$ cat config.mk
export PLATFORM = sky130hd
export DESIGN_NAME = icsr_reg
export DESIGN_NICKNAME = d
export VERILOG_FILES = /design/src/rtl/icsr_pkg.sv /design/src/rtl/icsr_flag.sv /design/src/rtl/icsr_status.sv /design/src/rtl/icsr_reg.sv
export SDC_FILE = /design/constraint.sdc
export NUM_CORES = 1
export LEC_CHECK = 0
export CORE_AREA = 8 8 224 226
export DETAILED_ROUTE_END_ITERATION = 8
export DIE_AREA = 0 0 232 234
export GPL_TIMING_DRIVEN = 0
export PLACE_DENSITY_LB_ADDON = 0.1
export SLEW_MARGIN = 0
export SYNTH_ARGS = -nofsm -noshare
export SYNTH_HDL_FRONTEND = slang
export SYNTH_SLANG_ARGS = --single-unit
$ cat constraint.sdc
create_clock -name clk -period 5.84 [get_ports clk]
set_input_delay 1.168 -clock clk [delete_from_list [all_inputs] [get_ports clk]]
set_output_delay 1.168 -clock clk [all_outputs]
set_load 0.05 [all_outputs]
$ cat src/rtl/icsr_pkg.sv
// Package: shared bit positions and exception numbers for the pending
// control and status register. Assumes a 32-bit register word.
package icsr_pkg;
    localparam int WORD_W = 32;

    // Write command bits
    localparam int W_NMI_SET  = 31;
    localparam int W_PSV_SET  = 28;
    localparam int W_PSV_CLR  = 27;
    localparam int W_TICK_SET = 26;
    localparam int W_TICK_CLR = 25;

    // Read status fields
    localparam int R_NMI      = 31;
    localparam int R_PSV      = 28;
    localparam int R_TICK     = 26;
    localparam int R_EXT_ANY  = 22;
    localparam int R_PVEC_LO  = 12;
    localparam int R_RTB      = 11;
    localparam int R_AVEC_LO  = 0;

    // Index of each system flag in the taken-clear vector
    localparam int F_NMI  = 2;
    localparam int F_PSV  = 1;
    localparam int F_TICK = 0;

    localparam int FIRST_EXT = 16;
endpackage

$ cat src/rtl/icsr_flag.sv
// Module: one pending flag with software set/clear, hardware set and
// clear-on-entry. CLEAR_LAST chooses whether the software clear is applied
// after the software set (clear wins) or only when no set is present.
// A hardware set always wins. Assumes all inputs are single-cycle strobes.
module icsr_flag #(
    parameter bit CLEAR_LAST = 1'b0
) (
    input  logic clk,
    input  logic rst_n,
    input  logic sw_set,
    input  logic sw_clr,
    input  logic hw_set,
    input  logic ack,
    output logic flag,
    output logic changing
);
    logic nxt;

    // Next-state with the precedence chosen by CLEAR_LAST
    generate
        if (CLEAR_LAST) begin : g_clear_last
            always_comb nxt = (((flag & ~ack) | sw_set) & ~sw_clr) | hw_set;
        end else begin : g_set_wins
            always_comb nxt = ((flag & ~ack) & ~(sw_clr & ~sw_set)) | sw_set | hw_set;
        end
    endgenerate

    // Flag that this cycle's update alters the stored state
    always_comb changing = (nxt != flag);

    // Pending flag storage
    always_ff @(posedge clk) begin
        if (!rst_n) flag <= 1'b0;
        else        flag <= nxt;
    end
endmodule

$ cat src/rtl/icsr_status.sv
// Module: summary terms for the status word: any external interrupt pending,
// and return-to-base (no active exception other than the current one).
// Assumes active_vec bit i stands for exception number i.
module icsr_status #(
    parameter int NUM_EXC = 256,
    parameter int VEC_W   = 9,
    localparam int NUM_EXT = NUM_EXC - 16
) (
    input  logic [NUM_EXT-1:0] ext_pend,
    input  logic [NUM_EXC-1:0] active_vec,
    input  logic [VEC_W-1:0]   cur_active,
    output logic               ext_any,
    output logic               ret_base
);
    logic [NUM_EXC-1:0] other_active;

    // Mark each active exception that is not the current one
    generate
        for (genvar i = 0; i < NUM_EXC; i++) begin : g_other
            assign other_active[i] = active_vec[i] & (cur_active != VEC_W'(i));
        end
    endgenerate

    // Reduce to the two summary bits
    always_comb begin
        ext_any  = |ext_pend;
        ret_base = ~|other_active;
    end
endmodule

$ cat src/rtl/icsr_reg.sv
// Module: top of the pending control and status register. Holds the three
// system pending flags, decodes writes into set/clear strobes, builds the
// status word live and registers it on a read. Raises reeval for one cycle
// when a flag changes. Assumes the priority search is external.
module icsr_reg
    import icsr_pkg::*;
#(
    parameter int NUM_EXC = 256,
    parameter int VEC_W   = 9,
    localparam int NUM_EXT = NUM_EXC - 16
) (
    input  logic               clk,
    input  logic               rst_n,
    input  logic               wr_en,
    input  logic [WORD_W-1:0]  wr_data,
    input  logic               rd_en,
    output logic [WORD_W-1:0]  rd_data,
    input  logic [NUM_EXT-1:0] ext_pend,
    input  logic [NUM_EXC-1:0] active_vec,
    input  logic [VEC_W-1:0]   pend_vec_num,
    input  logic [VEC_W-1:0]   cur_active,
    input  logic               nmi_req,
    input  logic               tick_req,
    input  logic [2:0]         taken_clr,
    output logic               nmi_pending,
    output logic               pendsv_pending,
    output logic               tick_pending,
    output logic               reeval
);
    logic [WORD_W-1:0] wq;
    logic [2:0]        chg;
    logic              ext_any;
    logic              ret_base;
    logic [WORD_W-1:0] status_word;

    // Gate write data with the write strobe
    always_comb wq = wr_en ? wr_data : '0;

    icsr_flag #(.CLEAR_LAST(1'b0)) u_nmi (
        .clk(clk), .rst_n(rst_n),
        .sw_set(wq[W_NMI_SET]), .sw_clr(1'b0), .hw_set(nmi_req),
        .ack(taken_clr[F_NMI]), .flag(nmi_pending), .changing(chg[F_NMI])
    );

    icsr_flag #(.CLEAR_LAST(1'b1)) u_psv (
        .clk(clk), .rst_n(rst_n),
        .sw_set(wq[W_PSV_SET]), .sw_clr(wq[W_PSV_CLR]), .hw_set(1'b0),
        .ack(taken_clr[F_PSV]), .flag(pendsv_pending), .changing(chg[F_PSV])
    );

    icsr_flag #(.CLEAR_LAST(1'b0)) u_tick (
        .clk(clk), .rst_n(rst_n),
        .sw_set(wq[W_TICK_SET]), .sw_clr(wq[W_TICK_CLR]), .hw_set(tick_req),
        .ack(taken_clr[F_TICK]), .flag(tick_pending), .changing(chg[F_TICK])
    );

    icsr_status #(.NUM_EXC(NUM_EXC), .VEC_W(VEC_W)) u_status (
        .ext_pend(ext_pend), .active_vec(active_vec), .cur_active(cur_active),
        .ext_any(ext_any), .ret_base(ret_base)
    );

    // Assemble the status word from current state
    always_comb begin
        status_word = '0;
        status_word[R_NMI]     = nmi_pending;
        status_word[R_PSV]     = pendsv_pending;
        status_word[R_TICK]    = tick_pending;
        status_word[R_EXT_ANY] = ext_any;
        status_word[R_PVEC_LO +: VEC_W] = pend_vec_num;
        status_word[R_RTB]     = ret_base;
        status_word[R_AVEC_LO +: VEC_W] = cur_active;
    end

    // Register read data (one-clock access) and the re-evaluate strobe
    always_ff @(posedge clk) begin
        if (!rst_n) begin
            rd_data <= '0;
            reeval  <= 1'b0;
        end else begin
            rd_data <= rd_en ? status_word : '0;
            reeval  <= |chg;
        end
    end
endmodule

==> results.md <==
- Run status: finished, final reports clean
- Avg WL per Cell: 29.36 um
- TritonCTS clock tree: done
- P_int: 0.6562 mW
- Fin worst setup slack: 0.7276 ns
- Clk_skew: 0.0008340 ns
- Die W: 232 um
- Ports: 591
- Number of global-route vias before repair: 8334
- WL met1: 18270 um
- Worst path slowest cell: clkdlybuf4s50_1
- Slew HR: 13.99%
- Post-route design area: 0.01032 mm2
- CP cell instances: clkdlybuf4s50_1, clkbuf_1, nand4_1, clkbuf_1, o31a_1, a2111oi_0, o2111ai_1, nor4_1, and4_1
- # fillers: 5292
- Top post-synthesis cells by count: nor4_1 (95), o31ai_1 (79), nor2_1 (39)
- Initial Util: 8.317%
- Core box area: 0.04684 mm2
- Reg clk slew, reported paths: 0.07 ns
- RSZ-0062 raised after global routing: no
- H-tree depth: 1
- Leading post-synthesis cells by cell area: nor4_1 (15%), o31ai_1 (15%), dfxtp_1 (14%)
- Via-per-instance ratio: 4.301
- Syn Inst Count: 572
- Clk sinks: 27
- Final #Nets: 1693
- Placement Cell Area: 0.01023 mm2
- Critical Path AT: 5.30 ns
- Drt pass-1 iters: 5
- Yosys top cell by area: nor4_1
- Hpwl dp: 47040 um
- Worst slew pin tran: 1.278 ns
- Clock buffer depth: 2
- Synthesis-to-finish area growth: 164.8%
- Final slew viol count: 0
- Post-Syn Area: 0.003896 mm2
- Layout cells sized above 1: 2.199%
- Fin util: 22.02%
- Die area: 0.05429 mm2
- Slowest Stage Delay on Critical Path: 0.68 ns
- Rows: 80
- Psw: 0.3109 mW
- YS warnings: 0
- Largest net degree at the start of global routing: 16
- Sequential area share after synthesis: 13.87%
- Crit Reg-Reg Startpoint: u_tick.flag
- Crit path max fanout: 10
- CTS root buffer: clkbuf_16
- RR Endpoint: reeval
- Flop pwr share: 20.2%
- Min Hold Slack: 0.4989 ns
- Synthesized area per cell: 6.812 um2
- Fmax: 195.6 MHz
- Worst Reg-to-Reg Cells: 5
- Net Sw Frac: 32.14%
- Hold wc startpoint: u_tick.flag
- Hold Crit Class: flip-flop to flip-flop
- Final Instance Count excl. Fillers: 1756
- Initial antenna violation count: 9
- Final setup fails: 0
- DR vias: 7553
- Overflow after GRT: 0
- Buffers on Ports: 552
- DR top layer: met5
- Initial DRC Count: 375
- Worst Setup Slack post-DPL: 0.4990 ns
- Total GRT Usage: 17.65%
- Async S/R FF share, synth: 0%
- Post-synth EDFFs: 0
- Hold Path Sink: rd_data[26]
- Register bit total from synthesis: 27
- Residual DRC: 0
- ANT nets after route: 0
- Leakage power: 3.173 nW
- Pwr per Cell Area: 93.75 mW/mm2
- Hold Buf Count CTS: 0
- Routability cong.: 0.8821
- Max-Cap Viols: 0
- Crit path capture type: flip-flop
- Comb pwr share: 63.7%
- Clock power frac: 16.2%
- Final critical-path share of the clock period: 87.54%
- Gates resized, CTS repair: 0
- Worst R2R Setup Slack: 4.78 ns
- Worst Path Required: 6.03 ns
- Yosys cell types: 57
- Worst Hold Path Cells: 2
- Startpoint types: primary input
- Final TNS setup: 0 ns
- Skew-Pair Late Insertion Delay: 0.26 ns
- First-pass GRT wire length: 67890 um
- CP Class: primary input to flip-flop
- Met3 wire length: 4162 um
- CP dominant cell by count: clkbuf_1
- Met2 wire len: 28320 um
- TritonCTS buffer count: 3
- Vert. Die Dim: 234 um
- Yosys top cell area share: 15.25%
- Most common cell in the netlist: nor4_1
- Primary FF master, synth: dfxtp_1
- VDD IR max: 0.09480 mV
- Hold Vio Cnt, Final: 0
- Final worst path period need: 5.112 ns
- Post-CTS setup buffer count: 0
- Wire length after detailed routing: 51550 um
- Total power: 0.9671 mW
- Placed insts: 1748
==> flip-flops by register name (all words and copies together) (netlist names) <==
| signal | flops |
|---|---|
| rd_data | 23 |
| u_psv.flag | 1 |
| reeval | 1 |
| u_tick.flag | 1 |
| u_nmi.flag | 1 |
==> worst max-delay path by stage <==
stage                             start           to  slack [ns]  depth (start not counted)
after floorplan           cur_active[3]  rd_data[11]        2.45                          8
after global placement    cur_active[0]  rd_data[11]        0.50                          9
after detailed placement  cur_active[4]  rd_data[11]        0.50                         11
after CTS                 cur_active[0]  rd_data[11]        0.76                          9
after global routing      cur_active[4]  rd_data[11]        0.58                         11
final                     cur_active[0]  rd_data[11]        0.73                          9
==> kinds of logic (layout without fill, tap and decap cells) <==
group,count (synthesis),after routing,share of synthesized area [%]
compound gates,173,173,31.50
mux,2,2,0.5459
flops,27,27,13.87
simple gates,311,311,47.08
other cells,1,13,0.09625
buf+inv,58,615,6.904
==> routing by layer <==
metal,vias up,global-route usage (%)
met5,-,0
met4,4,3.167
met3,31,5.177
met2,414,35.29
met1,3573,17.89
li1,3531,-
==> power groups by stage <==
stage                     Clock (mW)  Combinational (mW)  Sequential [mW]
after floorplan                    0               0.114            0.227
after global placement             0               0.616            0.199
after detailed placement           0               0.618            0.199
after CTS                      0.165               0.622            0.195
after global routing           0.170               0.650            0.196
final                          0.157               0.616            0.195
==> layout make-up <==
cell class	count	area [um2]	area share, %
Tap cell	615	769.5	7.459
Timing Repair Buffer	553	5530	53.61
Antenna cell	4	10.01	0.09703
Clock inverter	1	5.005	0.04851
Sequential cell	27	540.5	5.240
Clock buffer	3	75.07	0.7277
Inverter	3	11.26	0.1092
Buffer	55	257.7	2.498
Multi-Input combinational cell	495	3117	30.21
==> worst max-delay path: cells and delay by family <==
family	cells	cell delay (ns)
AND/OR/NAND/NOR	3	1.50
buffers and inverters	3	1.62
AO/OA/AOI/OAI	3	0.99
==> layout by cell type, fill, tap and decap left out, types with 3 or more instances in the layout <==
master | Yosys | layout
clkdlybuf4s50_1 | 0 | 552
nor4_1 | 95 | 95
o31ai_1 | 79 | 79
nor2_1 | 39 | 39
nand4_1 | 38 | 38
clkbuf_1 | 35 | 35
o21ai_0 | 27 | 27
dfxtp_1 | 27 | 27
nor3_1 | 25 | 25
nand2_1 | 24 | 24
or4_1 | 22 | 22
and3_1 | 21 | 21
a21oi_1 | 11 | 11
o2111ai_1 | 10 | 10
buf_4 | 9 | 9
conb_1 | 1 | 9
nand2b_1 | 8 | 8
nand3_1 | 7 | 7
buf_1 | 7 | 7
a31oi_1 | 7 | 7
a21boi_0 | 6 | 6
diode_2 | 0 | 4
or3_1 | 4 | 4
or2_2 | 4 | 4
o41ai_1 | 4 | 4
o31a_1 | 4 | 4
a2111oi_0 | 4 | 4
inv_1 | 3 | 3
nand4bb_1 | 3 | 3
or2_1 | 3 | 3
o22a_1 | 3 | 3
a221oi_1 | 3 | 3
nor4b_1 | 3 | 3
o22ai_1 | 3 | 3
clkbuf_16 | 0 | 3
Power figures use the tool's default switching activity.
